File: src/rtl/irq_target_sel.sv
module irq_target_sel #(
  parameter int N_SRC    = 32,
  parameter int MAX_PRIO = 7,
  localparam int PW      = $clog2(MAX_PRIO + 1),
  localparam int IDW     = $clog2(N_SRC)
) (
  input  logic                clk,
  input  logic                rst_n,
  input  logic [N_SRC-1:0]    pend_i,
  input  logic [N_SRC-1:0]    en_i,
  input  logic [N_SRC*PW-1:0] prio_i,
  input  logic [PW-1:0]       thresh_i,
  output logic [IDW-1:0]      sel_id,
  output logic                irq_req
);
  localparam int LEAVES = 1 << IDW;

  logic           nv [1:2*LEAVES-1];
  logic [PW-1:0]  np [1:2*LEAVES-1];
  logic [IDW-1:0] ni [1:2*LEAVES-1];

  for (genvar i = 0; i < LEAVES; i++) begin : g_leaf
    localparam logic [IDW-1:0] LID = i[IDW-1:0];
    if (i < N_SRC) begin : g_real
      assign nv[LEAVES+i] = pend_i[i] & en_i[i] & (i != 0);
      assign np[LEAVES+i] = prio_i[i*PW +: PW];
    end else begin : g_pad
      assign nv[LEAVES+i] = 1'b0;
      assign np[LEAVES+i] = '0;
    end
    assign ni[LEAVES+i] = LID;
  end

  for (genvar k = 1; k < LEAVES; k++) begin : g_node
    logic take_r;
    assign take_r = nv[2*k+1] & (~nv[2*k] | (np[2*k+1] > np[2*k]));
    assign nv[k]  = nv[2*k] | nv[2*k+1];
    assign np[k]  = take_r ? np[2*k+1] : np[2*k];
    assign ni[k]  = take_r ? ni[2*k+1] : ni[2*k];
  end

  always_ff @(posedge clk) begin
    if (!rst_n) begin
      sel_id  <= '0;
      irq_req <= 1'b0;
    end else begin
      sel_id  <= nv[1] ? ni[1] : '0;
      irq_req <= nv[1] & (np[1] > thresh_i);
    end
  end
endmodule


File: config.mk
export PLATFORM = sky130hd
export DESIGN_NAME = irq_target_sel
export DESIGN_NICKNAME = d
export VERILOG_FILES = /design/src/rtl/irq_target_sel.sv
export SDC_FILE = /design/constraint.sdc
export NUM_CORES = 1
export LEC_CHECK = 0
export BUFFER_PORTS_ARGS = -buffer_cell sky130_fd_sc_hd__buf_2
export CAP_MARGIN = 20
export CORE_ASPECT_RATIO = 0.8
export CORE_MARGIN = 2
export CORE_UTILIZATION = 52
export DETAILED_ROUTE_END_ITERATION = 12
export PLACE_DENSITY = 0.8
export RECOVER_POWER = 25
export SKIP_LAST_GASP = 1
export SLEW_MARGIN = 10
export SYNTH_ARGS = -nofsm -noshare
export SYNTH_HDL_FRONTEND = slang
export SYNTH_SLANG_ARGS = --single-unit
File: constraint.sdc
create_clock -name clk -period 12.4 [get_ports clk]
set_input_delay 3.72 -clock clk [delete_from_list [all_inputs] [get_ports clk]]
set_output_delay 3.72 -clock clk [all_outputs]
set_load 0.03 [all_outputs]
==> results.md <==
* Post-synth net total at 903
* Final-layout setup total negative slack at 0 ns
* Share of synthesized flip-flops with an asynchronous set or reset at 0%
* Residual antenna-violating net count after detailed routing at 0
* Share of the synthesized area in the top cell type at about 23%
* Main area contributors after synthesis: sky130_fd_sc_hd__ha_1 (23%), sky130_fd_sc_hd__mux2i_1 (10%), sky130_fd_sc_hd__inv_1 (6.6%), sky130_fd_sc_hd__nand2_1 (4.8%), sky130_fd_sc_hd__a21oi_1 (4.3%)
* Post-route fraction of the period consumed by the critical path at 94.5%
* Largest net degree at the start of global routing at 11
* Average wire length per cell after detail routing at roughly 14 um
* Max-capacitance violation count at 0
* Total count of max-transition violations in the final report at 0
* Routability cong. at 0.958
* Critical path buffer and inverter count at 7
* Layout overhead on the synthesized area at 22.9%
* Category of the worst setup path launch point: input port
* Clock-pin slew on the worst setup and hold paths at 0.03 ns
* Placed inst area at 5700 um^2
* Sequential share of the synthesized area at 2.54%
* Quantity of I/O buffers inserted on ports at 168
* Levels on crit path at 46
* Cell with the most instances after synthesis: sky130_fd_sc_hd__ha_1
* Top cells by instance count after synthesis: sky130_fd_sc_hd__ha_1 (85), sky130_fd_sc_hd__inv_1 (83), sky130_fd_sc_hd__nand2_1 (60), sky130_fd_sc_hd__mux2i_1 (48), sky130_fd_sc_hd__a21oi_1 (41)
* Critical path capture point type: flop
* Residual DRC at 0
* Post-synth design cell area at ~4700 um^2
* Hold path cells at 2
* TritonCTS clock tree: built
* Static leakage power at 3.18 nW
* Number of failing hold endpoints at the final stage at 0
* Number of vias in the routed layout at 5581
* Worst EP arrival at ~12 ns
* Number of enable-type register cells in the synthesized netlist at 0
* Number of distinct library cell variants in the gate-level netlist after synthesis at 76
* Count of placed standard cells including taps at 933
* Initial detailed-routing violation count at 274
* Peak supply drop at 0.0863 mV
* Initial Utilization at a little over half
* Final critical path time including I/O delays and setup at between 10 and 15 ns
* Number of clock buffers inserted by TritonCTS at 3
* Total routed wirelength at around 13 mm
* Maximum cell stage delay along the critical path at 0.52 ns
* Layout cell share with drive strength beyond 1 at 25.9%
* PwrDens at 110 nW/um^2
* Final layout net count at 1077
* Total half-perimeter wirelength after legalization and detailed placement at around 12 mm
* Maximum clock frequency at 0.0853 GHz
* Yosys reg bits at 6
* Final instance area at just under 6000 um^2
* Initial antenna violation count at 0
* I/O pin cnt at 171
* Via count of the first global-routing pass at 5203
* YS warnings at 0
* Die Area at 9870 um^2
* Worst hold slack at 3.75 ns
* Clock net sink count at 6
* Average cell area after synthesis at slightly above 7 um^2
* Classification of the worst setup path: in -> reg
* Slowest CP cell: sky130_fd_sc_hd__or4_1
* CP top delay family: compound AO/OA/AOI/OAI gates
* Clock root cell: sky130_fd_sc_hd__clkbuf_16
* Maximum fanout along the worst path at 10
* Antenna cell count at 0
* Post-route total power at 637 uW
* Global-route wire length before repair at 22.0 mm
* Number of core rows at 31
* Most frequent cell on the critical path: sky130_fd_sc_hd__ha_1
* Gr ovfl total at 0
* Critical path required time at 12.50 ns
* Worst max-slew margin expressed relative to the limit at 54.4%
* Class of the most critical hold timing path: in -> reg
* # H-tree levels at 1
* Clock tree buffer depth at 2
* Via/cell ratio at 5.94
* Transition time at the pin with the least slew margin at between 0.6 and 0.7 ns
* Overall die width at 111 um
* Fillcell total at 793
* Dominant cell type by area after synthesis: sky130_fd_sc_hd__ha_1
* Core footprint at between 8000 and 9000 um^2
* Cells after Synth at 653
* Most common flop cell mapped by yosys: sky130_fd_sc_hd__dfxtp_1
* Global-route usage over all layers at about a quarter
* Final count of negative-setup-slack endpoints at 0
* Count of non-filler cells in the finished layout at 940
* Die span in y at 89.3 um
* Outcome: finished clean
* First-pass DRT Iterations at 5
-- routing by layer --
metal / global-route usage (%) / share of wire [%] / up-vias / wire length [um]
met5: 0 / 0 / - / 0
met4: 4.66 / 1.3 / 0 / 168
met3: 2.78 / 5.2 / 18 / 697
met2: 47.1 / 48 / 180 / 6400
met1: 32.4 / 46 / 2571 / 6090
li1: - / - / 2812 / -
-- placed cells by master, fill, tap and decap left out, drive strengths merged, types with 8 or more instances in the layout --
cell    synthesis  routed
ha             85      85
and2           11      11
nor3           11      11
nor2b          18      18
o21ai          38      38
a21o           10      10
a211oi          8       8
nand2          60      60
inv            83      83
a32oi          10      10
o21a           17      17
and3           12      12
o211ai         10      10
mux2           11      11
a21oi          42      42
nand3          32      32
buf             2     171
mux2i          48      48
nor2           29      29
a22oi          10      10
nand3b         10      10
-- layout make-up --
| type | count | area [um^2] | area share (%) |
|---|---|---|---|
| multi-input combinational | 559 | 4280 | 73.6 |
| timing repair buffer | 174 | 882 | 15.2 |
| clock buffer | 3 | 75.1 | 1.29 |
| inverter | 83 | 312 | 5.36 |
| sequential | 6 | 120 | 2.07 |
| tap | 115 | 144 | 2.48 |
-- final timing paths --
check                  start                   end  slack [ns]
hold / removal         rst_n  sel_id[4]$_SDFF_PN0_        3.75
setup / recovery  prio_i[73]    irq_req$_SDFF_PN0_        0.68
-- state kept, by name, indices dropped and copies added, names as in the netlist --
signal	cells
sel_id	5
irq_req	1
-- cells by family after synthesis --
logic type	share of synthesized area (%)
simple gates	22.6
compound gates	31.6
buf+inv	7.17
fa+ha+maj	23.2
mux	12.9
flops	2.54
-- metrics by stage --
step / worst slack, ns / utilization (%)
after global placement: 0.599 / 63.6
after global routing: -0.00937 / 64.8
after CTS: 0.592 / 64.4
final: 0.682 / 64.8
after floorplan: 1.33 / -
after detailed placement: 0.366 / 63.6
-- power by group --
group / internal, mW / total (mW) / switching, mW
clock: 0.0414 / 0.0524 / 0.0110
combinational: 0.238 / 0.554 / 0.317
sequential: 0.0283 / 0.0305 / 0.00220
-- repair_timing --
item	4_1_cts	5_1_grt
endpoints found under the setup margin	0	1
buffers inserted	0	4
hold endpoints to repair	0	0
resized for setup	0	5
hold buffers	0	0
No activity file was read; power rests on OpenSTA's default activity.
